--- config.mk ---
export PLATFORM = sky130hd
export DESIGN_NAME = mem_map_decoder
export DESIGN_NICKNAME = d
export VERILOG_FILES = /design/src/rtl/mmap_pkg.sv /design/src/rtl/region_dec.sv /design/src/rtl/addr_mask.sv /design/src/rtl/ovl_ctrl.sv /design/src/rtl/mem_map_decoder.sv
export SDC_FILE = /design/constraint.sdc
export NUM_CORES = 1
export LEC_CHECK = 0
export BUFFER_PORTS_ARGS = -buffer_cell sky130_fd_sc_hd__buf_4
export CAP_MARGIN = 25
export CORE_ASPECT_RATIO = 0.6
export CORE_MARGIN = 2
export CORE_UTILIZATION = 25
export DETAILED_ROUTE_END_ITERATION = 8
export PLACE_DENSITY = 0.88
export SYNTH_ARGS = -nofsm -noshare
export SYNTH_HDL_FRONTEND = slang
export SYNTH_SLANG_ARGS = --single-unit
--- constraint.sdc ---
create_clock -name clk_i -period 1.6 [get_ports clk_i]
set_clock_uncertainty 0.15 [all_clocks]
set_input_delay 0.16 -clock clk_i [delete_from_list [all_inputs] [get_ports clk_i]]
set_output_delay 0.16 -clock clk_i [all_outputs]
set_load 0.005 [all_outputs]
--- src/rtl/mmap_pkg.sv ---
package mmap_pkg;
  localparam int ADDR_W = 24;
  localparam int NREG   = 6;

  typedef enum logic [2:0] {
    RG_RAM  = 3'd0,
    RG_ROM  = 3'd1,
    RG_PIO  = 3'd2,
    RG_SER  = 3'd3,
    RG_DSK  = 3'd4,
    RG_TRP  = 3'd5,
    RG_NONE = 3'd6
  } region_e;

  // region codes on addr[23:20]
  localparam logic [3:0] NIB_RAM_LAST = 4'h3;
  localparam logic [3:0] NIB_ROM      = 4'h4;
  localparam logic [3:0] NIB_SER      = 4'h9;
  localparam logic [3:0] NIB_TRP      = 4'hC;
  localparam logic [3:0] NIB_DSK      = 4'hD;
  localparam logic [3:0] NIB_PIO      = 4'hE;
endpackage

--- src/rtl/region_dec.sv ---
module region_dec
  import mmap_pkg::*;
(
  input  logic [3:0] nib_i,
  input  logic       ovl_i,
  input  logic       we_i,
  output region_e    region_o
);
  always_comb begin
    if (nib_i <= NIB_RAM_LAST) begin
      // overlay steers reads only; writes always land in RAM
      region_o = (ovl_i && !we_i) ? RG_ROM : RG_RAM;
    end else begin
      case (nib_i)
        NIB_ROM: region_o = RG_ROM;
        NIB_SER: region_o = RG_SER;
        NIB_TRP: region_o = RG_TRP;
        NIB_DSK: region_o = RG_DSK;
        NIB_PIO: region_o = RG_PIO;
        default: region_o = RG_NONE;
      endcase
    end
  end
endmodule

--- src/rtl/addr_mask.sv ---
module addr_mask #(
  parameter int AW   = 24,
  parameter int SIZE = 131072,
  localparam int OW  = $clog2(SIZE)
) (
  input  logic [AW-1:0] addr_i,
  output logic [OW-1:0] off_o
);
  localparam logic [AW-1:0] MASK = AW'(SIZE - 1);

  logic [AW-1:0] masked;
  logic          unused_hi;

  assign masked    = addr_i & MASK;
  assign off_o     = masked[OW-1:0];
  assign unused_hi = |masked[AW-1:OW];
endmodule

--- src/rtl/ovl_ctrl.sv ---
module ovl_ctrl #(
  parameter int                AW       = 24,
  parameter logic [AW-1:0]     REG_ADDR = '0
) (
  input  logic          clk_i,
  input  logic          rst_ni,
  input  logic          req_i,
  input  logic          we_i,
  input  logic [AW-1:0] addr_i,
  input  logic          bit_i,
  output logic          ovl_o
);
  logic hit;
  logic ovl_q;

  assign hit   = req_i && we_i && (addr_i == REG_ADDR);
  assign ovl_o = ovl_q;

  always_ff @(posedge clk_i or negedge rst_ni) begin
    if (!rst_ni)  ovl_q <= 1'b1;
    else if (hit) ovl_q <= bit_i;
  end

  AST_OVL_RESET: assert property (@(posedge clk_i) disable iff (!rst_ni)
    $rose(rst_ni) |-> ovl_q) else $error("overlay not set after reset");

  AST_OVL_FOLLOWS: assert property (@(posedge clk_i) disable iff (!rst_ni)
    ($past(rst_ni) && $past(hit)) |-> (ovl_q == $past(bit_i))) else $error("overlay did not load");

  AST_OVL_HOLD: assert property (@(posedge clk_i) disable iff (!rst_ni)
    ($past(rst_ni) && !$past(hit)) |-> $stable(ovl_q)) else $error("overlay changed without write");
endmodule

--- src/rtl/mem_map_decoder.sv ---
module mem_map_decoder
  import mmap_pkg::*;
#(
  parameter int          RAM_SIZE   = 131072,
  parameter int          ROM_SIZE   = 131072,
  parameter int          DW         = 16,
  parameter int          OVL_BIT    = 4,
  parameter logic [19:0] OUTREG_OFS = 20'h1FE00
) (
  input  logic                        clk_i,
  input  logic                        rst_ni,
  input  logic                        req_i,
  input  logic                        we_i,
  input  logic [ADDR_W-1:0]           addr_i,
  input  logic [DW-1:0]               wdata_i,
  input  logic [DW-1:0]               rd_data_i,
  output logic [NREG-1:0]             sel_o,
  output logic                        unmapped_o,
  output logic [$clog2(RAM_SIZE)-1:0] ram_addr_o,
  output logic [$clog2(ROM_SIZE)-1:0] rom_addr_o,
  output logic [DW-1:0]               rd_data_o
);
  localparam logic [ADDR_W-1:0] OUTREG_ADDR = {NIB_PIO, OUTREG_OFS};

  initial begin
    assert ((RAM_SIZE & (RAM_SIZE - 1)) == 0 && (ROM_SIZE & (ROM_SIZE - 1)) == 0)
      else $error("memory sizes must be powers of two");
  end

  logic    ovl;
  region_e region;
  logic    unused_wdata;

  assign unused_wdata = ^{wdata_i[DW-1:OVL_BIT+1], wdata_i[OVL_BIT-1:0]};

  ovl_ctrl #(
    .AW       (ADDR_W),
    .REG_ADDR (OUTREG_ADDR)
  ) u_ovl (
    .clk_i  (clk_i),
    .rst_ni (rst_ni),
    .req_i  (req_i),
    .we_i   (we_i),
    .addr_i (addr_i),
    .bit_i  (wdata_i[OVL_BIT]),
    .ovl_o  (ovl)
  );

  region_dec u_dec (
    .nib_i    (addr_i[ADDR_W-1 -: 4]),
    .ovl_i    (ovl),
    .we_i     (we_i),
    .region_o (region)
  );

  addr_mask #(.AW(ADDR_W), .SIZE(RAM_SIZE)) u_ram_mask (
    .addr_i (addr_i),
    .off_o  (ram_addr_o)
  );

  addr_mask #(.AW(ADDR_W), .SIZE(ROM_SIZE)) u_rom_mask (
    .addr_i (addr_i),
    .off_o  (rom_addr_o)
  );

  for (genvar i = 0; i < NREG; i++) begin : g_sel
    assign sel_o[i] = req_i && (region == region_e'(i));
  end

  assign unmapped_o = req_i && (region == RG_NONE);
  assign rd_data_o  = (unmapped_o && !we_i) ? '1 : rd_data_i;

  AST_IDLE_QUIET: assert property (@(posedge clk_i) disable iff (!rst_ni)
    !req_i |-> (sel_o == '0 && !unmapped_o)) else $error("select while idle");

  AST_ONE_TARGET: assert property (@(posedge clk_i) disable iff (!rst_ni)
    req_i |-> $onehot({sel_o, unmapped_o})) else $error("not exactly one target");

  AST_LOW_WR_RAM: assert property (@(posedge clk_i) disable iff (!rst_ni)
    (req_i && we_i && addr_i[ADDR_W-1 -: 2] == 2'b00) |-> sel_o[int'(RG_RAM)]) else $error("low write missed RAM");

  AST_ROM_HIGH: assert property (@(posedge clk_i) disable iff (!rst_ni)
    (req_i && addr_i[ADDR_W-1 -: 4] == NIB_ROM) |-> sel_o[int'(RG_ROM)]) else $error("high ROM missed");
endmodule

==> results.ini, run 1 <==
[critical_path]
critPathRequiredTime_ns=1.37
end_kind=flip-flop
cp.arrival_ns=1.35
critPathKind=primary input to flip-flop
rr_startpoint=u_ovl.ovl_o$_DFFE_PN1P_
r2r_end=u_ovl.ovl_o$_DFFE_PN1P_
slowest_delay_ns=0.52
slowest_stage=or4b_4
crit_chain=buf_6, or4b_4, nor3_2, nand4_1, mux2_4
crit_fanout=2
ff2ff_setup_slack_ns=0.75
cp-endpoint=u_ovl.ovl_o$_DFFE_PN1P_
cp-startpoint=addr_i[3]
worstSetupStartpointType=primary input
rr_worst_depth=1

[route]
vias_per_cell=4.01
routed_wl_um=2150
drc=0
via_count=746
avgRoutedWirePerCell_um=11.6
drt_iter0_drc=19
firstDrtPassIters=3
ant_nets=0

[clock_network]
clk_pin_slew_ns=0
clock_latency_ns=0

[pwr]
ir_drop_mv=0.110
power.leakage_nw=0.672
powerDensity_mw_per_mm2=268

[cells_and_area]
largest_reg_flops=1
nFillCells=203
num_antenna_cells=0
areaGrowthSynthToFinish_pct=118
final_area_mm2=0.00127
nNetsFinal=218
regArea_um2=26.3
final_layout_size_suffix_gt1_share_pct=76.9
multi_input_area_um2=363

[grt]
grt_overflow=0
grt_first_pass_wirelength_um=3170
grt_max_degree=9
grt_pass1_vias=690
grt_usage_pct=13.7
antenna_found_initial=0

[sta]
relSlewSlack_pct=80.1
timing_hold_violations_final=0
setup_viol=0
period_needed_ns=1.58
setup_tns_ns=0
fmax_mhz=634
rsz0062_at_grt=yes
tightest_slew_ns=0.295
maxSlewViolCount=0
period_share_pct=98.6

[logic_synthesis]
synth_cell_types=21
syn_nets=140
syn_area_um2=584
syn_inst=80
synth-seq-cells=1
synth_top_area_share_pct=43.7
synth_area_leaders=buf_4 (44%), or2_1 (17%), dfstp_2 (4.5%), nor3b_2 (4.3%), nand2b_1 (3.2%)
synth_seq_area_share_pct=4.50
yosysWarnings=0
syn_area_per_cell_um2=7.30
synth_area_leader_cell=buf_4

[run]
drv_cap=0

[status]
outcome=complete, no violations

[die]
core_mm2=0.00220
die-area_mm2=0.00275
initial_utilization_pct=26.6
fp.dieW_um=66.4
pin_count=117
die_height_um=41.5
rows=13

[place]
gp_congestion=0.646
port_buffers=101
placed_area_mm2=0.00117

[min_path]
min_path_type=primary input to flip-flop

[worst max-delay path, delay by kind of cell]
kind / cells / cell delay, ns
and+or+nand+nor: 3 / 0.78
muxes: 1 / 0.32
buffers and inverters: 1 / 0.09
[logic make-up (layout without fill, tap and decap cells)]
group / after synthesis / in the layout / synth area share [%]
simple gates: 41 / 42 / 45.8
mux: 2 / 2 / 3.64
buf+inv: 35 / 110 / 44.5
flops: 1 / 1 / 4.50
compound gates: 1 / 1 / 1.50
[cells in the mapped netlist]
cell	count
mux2_1	1
nor3_1	2
nor3b_2	2
nor3_2	1
or4b_4	1
nor2_1	5
a32oi_1	1
or4_1	1
nand2_1	1
nor4b_1	1
or2_1	16
buf_4	34
or2_2	1
mux2i_1	1
dfstp_2	1
nand4_1	2
nand4b_1	1
nor2b_1	3
nand3_1	1
nand2b_1	3
buf_2	1
[cell type report]
cell class	instances	share of cell area [%]
timing repair buffer	110	66.5
multi-input combinational	45	28.5
tap	30	2.95
sequential	1	2.06
[layer usage]
layer  vias to the layer above  GRT usage (%)  share of wire (%)
li1                        384              -                  -
met3                         0              0                4.7
met2                        27           27.6                 57
met1                       335           17.3                 39
met5                         -              0                  0
met4                         0              0                  0
[layout by cell type, fill, tap and decap left out]
cell type | netlist | layout
or4b_4 | 1 | 1
a32oi_4 | 0 | 1
or2_4 | 0 | 1
mux2i_1 | 1 | 1
nor3_2 | 1 | 1
nand4_1 | 2 | 2
nand2b_1 | 3 | 1
or4_1 | 1 | 1
nand2_1 | 1 | 1
nor4b_1 | 1 | 1
dlygate4sd3_1 | 0 | 1
buf_4 | 34 | 104
nand2b_4 | 0 | 2
nor3_1 | 2 | 2
nand4b_1 | 1 | 1
buf_6 | 0 | 5
or2_1 | 16 | 16
nor3b_4 | 0 | 2
dfstp_2 | 1 | 1
nor2_1 | 5 | 5
mux2_4 | 0 | 1
nand3_1 | 1 | 1
nor3b_2 | 2 | 1
nor2b_1 | 3 | 3
[per-stage QoR]
stage | hold slack (ns) | cells | worst slack, ns | power (mW) | utilization, %
after floorplan | -0.138 | 80 | 0.170 | 0.142 | -
after global placement | -0.0574 | 183 | -0.0661 | 0.307 | 53.4
after detailed placement | -0.0520 | 183 | -0.0602 | 0.312 | 53.4
after CTS | 0.255 | 186 | -0.0171 | 0.334 | 56.5
after global routing | 0.263 | 186 | -0.0332 | 0.362 | 58.0
final | 0.252 | 186 | 0.0218 | 0.342 | 58.0
[worst min path at each step]
stage,from,end,slack [ns],cells after the start
2_1_floorplan,rst_ni,u_ovl.ovl_o$_DFFE_PN1P_,-0.14,0
3_3_place_gp,rst_ni,u_ovl.ovl_o$_DFFE_PN1P_,-0.06,1
3_5_place_dp,rst_ni,u_ovl.ovl_o$_DFFE_PN1P_,-0.05,1
4_1_cts,wdata_i[4],u_ovl.ovl_o$_DFFE_PN1P_,0.26,2
5_1_grt,wdata_i[4],u_ovl.ovl_o$_DFFE_PN1P_,0.26,2
6_report,wdata_i[4],u_ovl.ovl_o$_DFFE_PN1P_,0.25,2
[power by group]
part	internal, mW	switching, mW
logic	0.212	0.104
clock network	0	0
registers	0.0258	0.0000000146
total	0.238	0.104
[what timing repair did]
| item | CTS | global route |
|---|---|---|
| hold buffers | 1 | 0 |
| pin swaps | 2 | 6 |
| setup buffers | 1 | 0 |
| endpoints found under the hold margin | 1 | 0 |
| cloned | 1 | 0 |
| endpoints found under the setup margin | 17 | 16 |
| gates resized for setup | 7 | 6 |
Power figures use the tool's default switching activity.
==> inputs of run 2 (changes only) <==
- PLACE_DENSITY: 0.88 -> 0.86
==> results.ini, run 2 (synthesized netlist as in run 1, its figures left out) <==
[status]
outcome=complete, no violations

[critical_path]
cp-startpoint=addr_i[3]
cp.arrival_ns=1.36  ; about the same
critPathRequiredTime_ns=1.37  ; about the same
rr_worst_depth=1  ; unchanged
worstSetupStartpointType=primary input
crit_fanout=2  ; unchanged
slowest_stage=or4b_4
rr_startpoint=u_ovl.ovl_o$_DFFE_PN1P_
cp_top_family=simple AND/OR/NAND/NOR gates
ff2ff_setup_slack_ns=0.74  ; about the same
critPathBufInv=1  ; unchanged
slowest_delay_ns=0.54  ; +0.02 ns
cp-endpoint=u_ovl.ovl_o$_DFFE_PN1P_
end_kind=flip-flop
r2r_end=u_ovl.ovl_o$_DFFE_PN1P_
cp.depth=5  ; unchanged
crit_chain=buf_6, or4b_4, nor3_4, nand4_1, mux2_4
critPathKind=primary input to flip-flop

[route]
ant_nets=0  ; unchanged
drt_iter0_drc=23  ; +4
wirelength_met1_um=862  ; +3.5%
drc=0  ; unchanged
avgRoutedWirePerCell_um=12.6  ; +8.8%
vias_per_cell=4.08  ; +1.6%
wl_met3_um=101  ; unchanged
highest_layer=met4
routed_wl_um=2340  ; +8.8%
firstDrtPassIters=4  ; +1
wl_met2_um=1360  ; +12%
via_count=758  ; +1.6%

[sta]
relSlewSlack_pct=75.7  ; -4.3 points
period_share_pct=99.9  ; +1.2 points
tightest_slew_ns=0.359  ; +0.0641 ns
setup_viol=0  ; unchanged
whs_ns=0.247  ; -0.00491 ns
period_needed_ns=1.60  ; +0.0196 ns
timing_hold_violations_final=0  ; unchanged
fmax_mhz=626  ; -1.2%
rsz0062_at_grt=yes
finalWorstSetupSlack_ns=0.00220  ; -0.0196 ns
maxSlewViolCount=0  ; unchanged

[grt]
grt_usage_pct=15.3  ; +1.6 points
antenna_found_initial=0  ; unchanged
grt_overflow=0  ; unchanged
grt_max_degree=9  ; unchanged
grt_first_pass_wirelength_um=3480  ; +9.8%
grt_pass1_vias=718  ; +4.1%

[min_path]
min_path_cells=2  ; unchanged
min_path_type=primary input to flip-flop

[die]
initial_utilization_pct=26.6  ; unchanged
pin_count=117  ; unchanged
fp.dieW_um=66.4  ; unchanged
die-area_mm2=0.00275  ; unchanged
rows=13  ; unchanged
core_mm2=0.00220  ; unchanged
die_height_um=41.5  ; unchanged

[cells_and_area]
num_antenna_cells=0  ; unchanged
final_layout_size_suffix_gt1_share_pct=77.6  ; +0.64 points
nFillCells=202  ; -0.49%
largest_reg_flops=1  ; unchanged
final_cell_mix=buf_4 (104), or2_1 (16), nor2_1 (5), buf_6 (5)
layout_commonest_cell=buf_4
final_area_mm2=0.00128  ; +0.69%
areaGrowthSynthToFinish_pct=119
nNetsFinal=218  ; unchanged

[pwr]
power.leakage_nw=0.676  ; +0.55%
ir_drop_mv=0.0890  ; -19%
p_total_uw=348  ; +1.8%
powerDensity_mw_per_mm2=271  ; +1.1%

[place]
placed_area_mm2=0.00117  ; unchanged
dp_hpwl_um=1930
pre_cts_slack_ns=-0.0849  ; -0.0247 ns
port_buffers=101  ; unchanged
gp_congestion=0.691  ; +6.9%

[run]
drv_cap=0  ; unchanged

[clock_network]
clock_latency_ns=0  ; unchanged
clk_pin_slew_ns=0  ; unchanged

[run 2: stage by stage]
stage	util [%]	setup TNS, ns	std cells
final	58.4	0	186
after global routing	58.4	-0.0891	186
after CTS	56.8	-0.00597	186
after detailed placement	53.4	-1.16	183
after global placement	53.4	-0.774	183
after floorplan	-	0	80
[run 2: cell type report]
type	count	area [um^2]	share of cell area, %
Timing Repair Buffer	110	847	66.0
Sequential cell	1	26.3	2.05
Multi-Input combinational cell	45	372	29.0
Tap cell	30	37.5	2.93
[run 2: routing by layer]
| layer | global-route usage, % | up-vias |
|---|---|---|
| met5 | 0 | - |
| met4 | 1.22 | 0 |
| met3 | 0.271 | 2 |
| met2 | 31.6 | 27 |
| met1 | 17.9 | 345 |
| li1 | - | 384 |
[run 2: timing repair]
item,CTS,global route
hold buffers,1,0
pin swaps,3,6
buffers inserted,1,0
endpoints found under the hold margin,1,0
gates cloned,1,0
gates resized for setup,8,7
endpoints found under the setup margin,17,17
[run 2: power breakdown]
group / switching (mW) / internal [mW]
Sequential: 0.0000000158 / 0.0258
Clock: 0 / 0
Combinational: 0.109 / 0.213
[run 2: worst min-delay path by stage]
stage / from / to
after floorplan: rst_ni / u_ovl.ovl_o$_DFFE_PN1P_
after global placement: rst_ni / u_ovl.ovl_o$_DFFE_PN1P_
after detailed placement: rst_ni / u_ovl.ovl_o$_DFFE_PN1P_
after CTS: wdata_i[4] / u_ovl.ovl_o$_DFFE_PN1P_
after global routing: wdata_i[4] / u_ovl.ovl_o$_DFFE_PN1P_
final: wdata_i[4] / u_ovl.ovl_o$_DFFE_PN1P_
==> inputs of run 3 (changes only) <==
- SETUP_SLACK_MARGIN: not set -> 0.5
==> results.ini, run 3 (synthesized netlist as in run 1, its figures left out) <==
[min_path]
min_path_cells=2  ; unchanged
min_to=u_ovl.ovl_o$_DFFE_PN1P_
min_path_type=primary input to flip-flop
hp-start=wdata_i[4]

[critical_path]
critPathRequiredTime_ns=1.29  ; -0.08 ns
rr_startpoint=u_ovl.ovl_o$_DFFE_PN1P_
ff2ff_setup_slack_ns=0.75  ; about the same
end_kind=output port
rr_worst_depth=1  ; unchanged
worstSetupStartpointType=primary input
cp.arrival_ns=1.35  ; about the same
crit_fanout=8  ; +6
r2r_end=u_ovl.ovl_o$_DFFE_PN1P_
critPathKind=primary input to output port

[grt]
grt_pass1_vias=665  ; -7.4%
grt_usage_pct=14.9  ; -0.40 points
grt_max_degree=17  ; +8
busiest_layer=met2
met1_usage_pct=17.9  ; -0.029 points
grt_overflow=0  ; unchanged
grt_util_met3_pct=0.271  ; unchanged
grt_first_pass_wirelength_um=3380  ; -2.8%
grt.met2_usage_pct=30.8  ; -0.80 points
antenna_found_initial=0  ; unchanged

[die]
rows=13  ; unchanged
initial_utilization_pct=26.6  ; unchanged
die_height_um=41.5  ; unchanged
die-area_mm2=0.00275  ; unchanged
core_mm2=0.00220  ; unchanged
pin_count=117  ; unchanged
fp.dieW_um=66.4  ; unchanged

[sta]
tightest_slew_ns=0.331  ; -0.0275 ns
maxSlewViolCount=0  ; unchanged
rsz0062_at_grt=yes
setup_viol=16  ; +16
period_needed_ns=1.66  ; +0.0645 ns
timing_hold_violations_final=0  ; unchanged
fmax_mhz=602  ; -3.9%
relSlewSlack_pct=77.6  ; +1.9 points
period_share_pct=104  ; +4.0 points
finalWorstSetupSlack_ns=-0.0623  ; -0.0645 ns
whs_ns=0.248  ; +0.000561 ns

[pwr]
pwr-share-clk_pct=0  ; unchanged
power.leakage_nw=0.686  ; +1.5%
intPower_uw=245  ; +2.8%
p_comb_share_pct=92.8  ; +0.2 points
switching_share_pct=31.1  ; -0.24 points
ir_drop_mv=0.0858  ; -3.7%
power_frac_seq_pct=7.2  ; -0.2 points
powerDensity_mw_per_mm2=266  ; -1.8%
power_switching_uw=111  ; +1.7%

[clock_network]
clock_latency_ns=0  ; unchanged
clk_pin_slew_ns=0  ; unchanged

[cells_and_area]
post-route-util_pct=60.9  ; +2.5 points
largest_reg_flops=1  ; unchanged
final_cell_mix=buf_4 (92), or2_1 (15), buf_6 (12)
areaGrowthSynthToFinish_pct=129
nNetsFinal=215  ; -1.4%
regArea_um2=26.3  ; unchanged
multi_input_area_um2=378  ; +1.7%
layout_commonest_cell=buf_4
num_antenna_cells=0  ; unchanged
nFillCells=200  ; -0.99%
final_layout_size_suffix_gt1_share_pct=80.4  ; +2.8 points

[run]
drv_cap=0  ; unchanged

[route]
avgRoutedWirePerCell_um=13.5  ; +7.6%
firstDrtPassIters=4  ; unchanged
drt_iter0_drc=23  ; unchanged
ant_nets=0  ; unchanged
routed_wl_um=2480  ; +5.9%
drc=0  ; unchanged
via_count=757  ; -0.13%
vias_per_cell=4.14  ; +1.5%

[place]
port_buffers=101  ; unchanged
gp_congestion=0.672  ; -2.8%
dp_hpwl_um=1970  ; +2.3%

[status]
outcome=finished, violations left
violations=negative setup slack

[run 3: cell types whose count changed in the layout (fill, tap and decap cells not counted), moves of 2 or more]
cell / change
nor3_2: +2
nor3_1: -2
buf_4: -12
buf_6: +7
[run 3: worst max path at each step]
stage	startpoint	slack, ns	cells after the start	end
after global routing	addr_i[21]	-0.09	7	rd_data_o[1]
after global placement	addr_i[20]	-0.09	6	rd_data_o[14]
after detailed placement	addr_i[20]	-0.17	6	rd_data_o[14]
after CTS	addr_i[20]	-0.01	6	rd_data_o[14]
final	addr_i[21]	-0.06	7	rd_data_o[1]
after floorplan	addr_i[3]	0.18	4	u_ovl.ovl_o$_DFFE_PN1P_
[run 3: worst max-delay path, cell delays in order]
cell	delay, ns
buf_8	0.10
or2_4	0.25
a32oi_4	0.22
nor3b_4	0.10
clkbuf_16	0.17
or2_1	0.23
buf_4	0.14
[run 3: metrics by stage]
stage	std cells	area [um^2]	setup slack [ns]	TNS (ns)	total power [mW]
floorplan	80	597	0.178	0	0.145
global placement	178	1150	-0.0884	-1.33	0.300
detailed placement	178	1150	-0.171	-2.49	0.307
CTS	179	1200	-0.00972	-0.0164	0.320
global route	183	1340	-0.0866	-0.861	0.376
finish	183	1340	-0.0623	-0.470	0.356
[run 3: timing repair]
item                                   4_1_cts  5_1_grt
hold buffers                                 1        0
pin swaps                                    4       12
setup buffers                                0        3
setup endpoints to repair                   22       23
gates resized for setup                      9       17
gates cloned                                 0        1
endpoints found under the hold margin        1        0
[run 3: power groups by stage]
stage / combinational (mW) / clock (mW) / sequential [mW]
floorplan: 0.119 / 0 / 0.0258
global placement: 0.274 / 0 / 0.0258
detailed placement: 0.282 / 0 / 0.0258
CTS: 0.294 / 0 / 0.0258
global route: 0.350 / 0 / 0.0258
finish: 0.330 / 0 / 0.0258
[run 3: per-layer routing]
layer / vias up / wire length, um
li1: 375 / -
met2: 20 / 1500
met4: 0 / 0
met3: 0 / 76
met1: 362 / 900
met5: - / 0
[run 3: layout make-up]
type	instances	share of cell area [%]
tap	30	2.81
sequential	1	1.96
multi-input combinational	44	28.3
timing repair buffer	108	67.0
